===== src/rtl/tmr_pkg.sv =====
package tmr_pkg;
  localparam int DW = 32;
  localparam int NREGS = 3;

  typedef enum logic [1:0] {
    SEL_CTRL = 2'd0,
    SEL_DIV  = 2'd1,
    SEL_CNT  = 2'd2,
    SEL_NONE = 2'd3
  } reg_sel_e;

  typedef struct packed {
    logic clr;
    logic en;
  } ctrl_t;
endpackage


===== src/rtl/tmr_bus.sv =====
module tmr_bus
  import tmr_pkg::*;
#(
  parameter int          ADDR_W    = 31,
  parameter int unsigned BASE_ADDR = 389
) (
  input  logic              clk_i,
  input  logic              rst_ni,
  input  logic              req_i,
  input  logic              we_i,
  input  logic [ADDR_W-1:0] addr_i,
  input  logic [DW-1:0]     ctrl_rd_i,
  input  logic [DW-1:0]     div_rd_i,
  input  logic [DW-1:0]     cnt_rd_i,
  output logic              wr_ctrl_o,
  output logic              wr_div_o,
  output logic              wr_cnt_o,
  output logic              rdy_o,
  output logic [DW-1:0]     rdata_o
);
  localparam logic [ADDR_W-1:0] BASE_A = ADDR_W'(BASE_ADDR);

  logic [ADDR_W-1:0] offs;
  logic              hit;
  reg_sel_e          sel;
  logic [DW-1:0]     rd_mux;

  // wrap-around subtraction makes addresses below base look far out of window
  assign offs = addr_i - BASE_A;
  assign hit  = req_i && (offs < ADDR_W'(NREGS));

  always_comb begin
    sel = SEL_NONE;
    if (hit) sel = reg_sel_e'(offs[1:0]);
  end

  assign wr_ctrl_o = we_i && (sel == SEL_CTRL);
  assign wr_div_o  = we_i && (sel == SEL_DIV);
  assign wr_cnt_o  = we_i && (sel == SEL_CNT);

  always_comb begin
    unique case (sel)
      SEL_CTRL: rd_mux = ctrl_rd_i;
      SEL_DIV:  rd_mux = div_rd_i;
      SEL_CNT:  rd_mux = cnt_rd_i;
      default:  rd_mux = '0;
    endcase
  end

  always_ff @(posedge clk_i or negedge rst_ni) begin
    if (!rst_ni) begin
      rdy_o   <= 1'b0;
      rdata_o <= '0;
    end else begin
      rdy_o   <= hit;
      rdata_o <= (hit && !we_i) ? rd_mux : '0;
    end
  end

  assert_no_rdy_outside_R9: assert property (@(posedge clk_i) disable iff (!rst_ni)
    (req_i && !hit) |=> !rdy_o);
  assert_single_cycle_rdy_R2: assert property (@(posedge clk_i) disable iff (!rst_ni)
    hit |=> rdy_o);
  assert_one_write_strobe_R2: assert property (@(posedge clk_i) disable iff (!rst_ni)
    $onehot0({wr_ctrl_o, wr_div_o, wr_cnt_o}));
endmodule


===== src/rtl/tmr_prescale.sv =====
module tmr_prescale
  import tmr_pkg::*;
(
  input  logic          clk_i,
  input  logic          rst_ni,
  input  logic          clr_i,
  input  logic          en_i,
  input  logic [DW-1:0] div_i,
  output logic          tick_o
);
  logic [DW-1:0] pcnt_q;
  logic          run;

  assign run    = en_i && !clr_i;
  // >= so that lowering the divisor below the running value wraps at once
  assign tick_o = run && (pcnt_q >= div_i);

  always_ff @(posedge clk_i or negedge rst_ni) begin
    if (!rst_ni)     pcnt_q <= '0;
    else if (clr_i)  pcnt_q <= '0;
    else if (tick_o) pcnt_q <= '0;
    else if (run)    pcnt_q <= pcnt_q + 1'b1;
  end

  assert_clr_zero_R4: assert property (@(posedge clk_i) disable iff (!rst_ni)
    clr_i |=> (pcnt_q == '0));
  assert_pause_hold_R6: assert property (@(posedge clk_i) disable iff (!rst_ni)
    (!clr_i && !en_i) |=> $stable(pcnt_q));
  assert_no_tick_idle_R6: assert property (@(posedge clk_i) disable iff (!rst_ni)
    !en_i |-> !tick_o);
endmodule


===== src/rtl/tmr_count.sv =====
module tmr_count
  import tmr_pkg::*;
(
  input  logic          clk_i,
  input  logic          rst_ni,
  input  logic          clr_i,
  input  logic          ld_i,
  input  logic [DW-1:0] ld_data_i,
  input  logic          tick_i,
  output logic [DW-1:0] cnt_o
);
  always_ff @(posedge clk_i or negedge rst_ni) begin
    if (!rst_ni)     cnt_o <= '0;
    else if (clr_i)  cnt_o <= '0;
    else if (ld_i)   cnt_o <= ld_data_i;
    else if (tick_i) cnt_o <= cnt_o + 1'b1;
  end

  assert_clr_beats_load_R4: assert property (@(posedge clk_i) disable iff (!rst_ni)
    clr_i |=> (cnt_o == '0));
  assert_load_value_R7: assert property (@(posedge clk_i) disable iff (!rst_ni)
    (!clr_i && ld_i) |=> (cnt_o == $past(ld_data_i)));
  assert_step_wrap_R8: assert property (@(posedge clk_i) disable iff (!rst_ni)
    (!clr_i && !ld_i && tick_i) |=> (cnt_o == $past(cnt_o) + 1'b1));
  assert_hold_R6: assert property (@(posedge clk_i) disable iff (!rst_ni)
    (!clr_i && !ld_i && !tick_i) |=> $stable(cnt_o));
endmodule


===== src/rtl/prescaled_timer.sv =====
module prescaled_timer
  import tmr_pkg::*;
#(
  parameter int          ADDR_W    = 31,
  parameter int unsigned BASE_ADDR = 389
) (
  input  logic              clk_i,
  input  logic              rst_ni,
  input  logic              req_i,
  input  logic              we_i,
  input  logic [ADDR_W-1:0] addr_i,
  input  logic [DW-1:0]     wdata_i,
  output logic              rdy_o,
  output logic [DW-1:0]     rdata_o
);
  ctrl_t         ctrl_q;
  logic [DW-1:0] div_q;
  logic [DW-1:0] cnt;
  logic          wr_ctrl, wr_div, wr_cnt, tick;

  always_ff @(posedge clk_i or negedge rst_ni) begin
    if (!rst_ni) begin
      ctrl_q <= '0;
      div_q  <= '0;
    end else begin
      if (wr_ctrl) ctrl_q <= ctrl_t'(wdata_i[1:0]);
      if (wr_div)  div_q  <= wdata_i;
    end
  end

  tmr_bus #(.ADDR_W(ADDR_W), .BASE_ADDR(BASE_ADDR)) u_bus (
    .clk_i     (clk_i),
    .rst_ni    (rst_ni),
    .req_i     (req_i),
    .we_i      (we_i),
    .addr_i    (addr_i),
    .ctrl_rd_i ({{(DW-2){1'b0}}, ctrl_q}),
    .div_rd_i  (div_q),
    .cnt_rd_i  (cnt),
    .wr_ctrl_o (wr_ctrl),
    .wr_div_o  (wr_div),
    .wr_cnt_o  (wr_cnt),
    .rdy_o     (rdy_o),
    .rdata_o   (rdata_o)
  );

  tmr_prescale u_pre (
    .clk_i  (clk_i),
    .rst_ni (rst_ni),
    .clr_i  (ctrl_q.clr),
    .en_i   (ctrl_q.en),
    .div_i  (div_q),
    .tick_o (tick)
  );

  tmr_count u_cnt (
    .clk_i     (clk_i),
    .rst_ni    (rst_ni),
    .clr_i     (ctrl_q.clr),
    .ld_i      (wr_cnt),
    .ld_data_i (wdata_i),
    .tick_i    (tick),
    .cnt_o     (cnt)
  );

  assert_ctrl_upper_zero_R3: assert property (@(posedge clk_i) disable iff (!rst_ni)
    (req_i && !we_i && addr_i == ADDR_W'(BASE_ADDR)) |=> (rdata_o[DW-1:2] == '0));
endmodule


===== config.mk =====
export PLATFORM = sky130hd
export DESIGN_NAME = prescaled_timer
export DESIGN_NICKNAME = d
export VERILOG_FILES = /design/src/rtl/tmr_pkg.sv /design/src/rtl/tmr_bus.sv /design/src/rtl/tmr_prescale.sv /design/src/rtl/tmr_count.sv /design/src/rtl/prescaled_timer.sv
export SDC_FILE = /design/constraint.sdc
export NUM_CORES = 1
export LEC_CHECK = 0
export BUFFER_PORTS_ARGS = -buffer_cell sky130_fd_sc_hd__buf_4
export CAP_MARGIN = 20
export CORE_MARGIN = 3
export CORE_UTILIZATION = 40
export DETAILED_ROUTE_END_ITERATION = 8
export SYNTH_ARGS = -nofsm -noshare
export SYNTH_HDL_FRONTEND = slang
export SYNTH_SLANG_ARGS = --single-unit

===== constraint.sdc =====
create_clock -name clk_i -period 3.2 [get_ports clk_i]
set_input_delay 0.16 -clock clk_i [delete_from_list [all_inputs] [get_ports clk_i]]
set_output_delay 0.16 -clock clk_i [all_outputs]
set_load 0.02 [all_outputs]

==> impl_results.md <==
* CORE AREA at about 20,000 sq um
* Syn Inst Count at 888
* Final setup fails at 0
* RD Place Congestion at approximately 0.90
* Crit path launch type: flop
* Die Ht at about 150 um
* Final min period at about 3.0 ns
* Top Family by Delay on Critical Path: compound AO/OA/AOI/OAI gates
* Max capacitance violation total at 0
* Area of the multi-input gates at 4415 sq um
* Max-slew violation count at 0
* Net Sw Frac at between 20% and 30%
* Comb pwr share at around 7.4%
* Placed cells at 1,266
* Syn nets at 990
* Via count at between 7,000 and 8,000
* Total CTS buffers at 17
* Status: complete, no violations
* Worst-path clk slew at roughly 0.060 ns
* Slowest cell on crit path: dfrtp_1
* Clock skew at 0.01118 ns
* PortBufs at 99
* Clock Power Share at 50.4%
* Grt ovf at 0
* Nets at 1,153
* FF+latch count, synth at between 100 and 150
* Setup bufs post-CTS at 0
* Ys Warns at 0
* Net Sw Power at 0.9334 mW
* Max VDD drop at 0.0003640 V
* CTS tree: built
* Internal power at ~3 mW
* Crit end category: flop
* WL/cell at around 18 um
* Root Buffer: clkbuf_16
* Register area at 3279 sq um
* DR pass1 iterations at 5
* Final Hold Vio Count at 0
* Non-Filler Instances at roughly 1,300
* Vias/cell at 5.565
* Seq pwr share at between 40% and 50%
* CP bufs+invs at 2
* Ant diodes at 0
* Die X at 148.2 um
* CTS H-tree lvls at 4
* DRC viols at 0
* Clock sink count at around 130
* Commonest register cell after synthesis: dfrtp_1
* Antenna-violating nets left at 0
* Count of different cell masters after synthesis at just under 70
* Post-synthesis cell area at 8090 sq um
* Clk_lat worst skew at 0.43 ns
* Sequential fraction of the synthesis area at 40.52%
* Initial cell density of the core at approximately two fifths
* # rows at 51
* Fraction of layout cells with a size suffix above 1 at 23.40%
* Global-route wire length before repair at around 38 mm
* Tcrit/Tclk final at approximately 94%
* CP cell instances: ha_1 -> nand2b_1 -> a211o_1 -> a2111oi_1 -> buf_4 -> o31ai_2 -> o21ai_1 -> buf_4 -> a21oi_1 -> and4_1 -> a221o_1
* Post-synth EDFFs at 0
* HP Class: primary input to flop
* RSZ-0062 raised after global routing: false
* Mean Syn Cell Area at ~9.1 sq um
* WS Path Type: flop to flop
* Max incr delay on CP at 0.44 ns
* Pleak at between 4 and 5 nW
* Area delta synth->final at 29.14%
* Layout fillers at around 1,800
* Required time worst endpoint at between 3 and 4 ns
* Antenna violations before repair at 0
* Async set-reset flop share out of synthesis at 100.0%
* DR iter-0 viols at 430
* Ports at 100
* Fmax at roughly 0.33 GHz
* GRT Overall Usage at between 20% and 30%
* Total die area at around 22,000 sq um
* CP dominant cell by count: buf_4
* PwrDens at 376.0 nW/um^2
* Slew @ Worst Pin at about 0.89 ns
* Cell area after layout at between 10,000 and 15,000 sq um
* Slew headroom at 40.74%
* CP arrival at approximately 3.3 ns
* Vias in the first global route at about 7,000
* Routed wire length at between 20 and 25 mm
* DP HPWL at around 17 mm
* Largest net degree at the start of global routing at just under 80
* Placed cell area at between 9000 and 10,000 sq um
* Biggest fanout along the worst timing path at 6
* Longest Clk Path Bufs at 2
-- kinds of logic (layout without fill, tap and decap cells) --
group	count (synthesis)	count (layout)	share of synthesized area, %
muxes	45	45	6.233
buffers and inverters	106	282	5.119
xor gates and xnor gates	3	3	0.3248
and+or+nand+nor	329	329	22.41
adders and majority gates	35	35	5.413
AOI/OAI and AO/OA	239	239	19.98
DFF	131	131	40.52
-- area by class of cell --
| type | count | area share, % |
|---|---|---|
| flip-flops and latches | 131 | 31.39 |
| clock inverters | 13 | 1.437 |
| inverters | 54 | 1.940 |
| well taps | 265 | 3.174 |
| clock buffers | 19 | 4.335 |
| multi-input cells | 651 | 42.26 |
| repair buffers | 196 | 15.46 |
-- Yosys cell counts, types with 4 or more instances --
master    count  share of area (%)
nor4_1       11               0.85
a21o_1       17                1.6
a22oi_1      35                3.2
a221o_1       5               0.62
nor2_1       71                3.3
mux2_2       31                4.3
a211oi_1      8               0.74
nand4b_1      5               0.54
nand2b_1      8               0.62
o31ai_1      16                1.5
a21oi_1      42                2.6
o21ai_0      45                2.8
and4_1        8               0.87
nor3b_1       8               0.74
a31oi_1      13                1.0
or3_1         5               0.39
nand3b_1     29                2.7
clkbuf_1     47                2.2
o22ai_1       4               0.31
or4_1         7               0.65
nor3_1       22                1.4
dfrtp_1     131                 41
o211a_1       5               0.62
nor2b_1       9               0.70
o211ai_1     13                1.2
and2_1       12               0.93
nand4_1      17                1.3
mux2i_1      11                1.4
nand3_1      38                2.4
and3_1       20                1.5
inv_1        54                2.5
nand2_1      47                2.2
o21a_1        6               0.56
ha_1         35                5.4
-- sequential cells by signal, summed over array words and instances (netlist names) --
register       cells
u_bus.rdata_o     32
u_cnt.cnt_o       32
u_pre.pcnt_q      32
u_bus.rdy_o        1
div_q             32
ctrl_q             2
-- power by group through the flow --
stage | Sequential [mW] | Combinational [mW] | Clock [mW]
after floorplan | 1.69 | 0.0846 | 0
after global placement | 1.69 | 0.266 | 0
after detailed placement | 1.69 | 0.263 | 0
after CTS | 1.66 | 0.293 | 2.02
after global routing | 1.66 | 0.321 | 2.10
final | 1.66 | 0.291 | 1.98
-- worst register-to-register path, delay by kind of cell, from the launching register on --
kind / cells / cell delay (ns)
compound gates: 6 / 1.42
fa+ha+maj: 1 / 0.31
buf+inv: 2 / 0.37
flops: 1 / 0.44
simple gates: 2 / 0.41
-- through the flow --
stage	utilization (%)	power [mW]	setup slack, ns	hold slack (ns)	setup TNS (ns)
after global placement	48.48	1.952	-0.1298	0.2470	-0.7929
after CTS	53.07	3.969	0.1271	0.001024	0
after floorplan	-	1.772	0.05269	-0.1356	0
after detailed placement	48.48	1.950	-0.1415	0.2469	-0.9342
after global routing	53.16	4.080	0.005098	0.03723	0
final	53.16	3.929	0.1771	0.03358	0
-- layer usage --
metal	share of wire (%)	global-route usage [%]	routed length [um]
met5	0	0	0
met4	1.6	5.497	381
met3	6.7	6.033	1550
met2	45	33.04	10460
met1	47	29.98	10900
-- final timing paths --
path / start / slack [ns] / to / cells past startpoint
worst max-delay path: div_q[0] / 0.18 / u_cnt.cnt_o[14] / 11
worst min-delay path: wdata_i[18] / 0.03 / div_q[18] / 3
worst max register to register: div_q[0] / 0.18 / u_cnt.cnt_o[14] / 11
worst min register to register: u_pre.pcnt_q[15] / 0.51 / u_pre.pcnt_q[15] / 1
max in group asynchronous: rst_ni / 2.10 / ctrl_q[1] / 3
min in group asynchronous: rst_ni / 0.34 / u_cnt.cnt_o[29] / 2
-- cell usage in the layout, fill, tap and decap left out, types with 29 or more instances in the layout --
master,instances
inv_1,54
mux2_2,31
buf_4,159
nand2_1,47
ha_1,35
a21oi_1,42
dfrtp_1,130
o21ai_0,45
nand3_1,38
nand3b_1,29
nor2_1,70
dlygate4sd3_1,31
a22oi_1,35
-- repair_timing --
item,4_1_cts,5_1_grt
hold buffers,30,1
setup endpoints to repair,0,16
resized for setup,0,2
endpoints found under the hold margin,121,1
(Power assumes the default switching activity.)
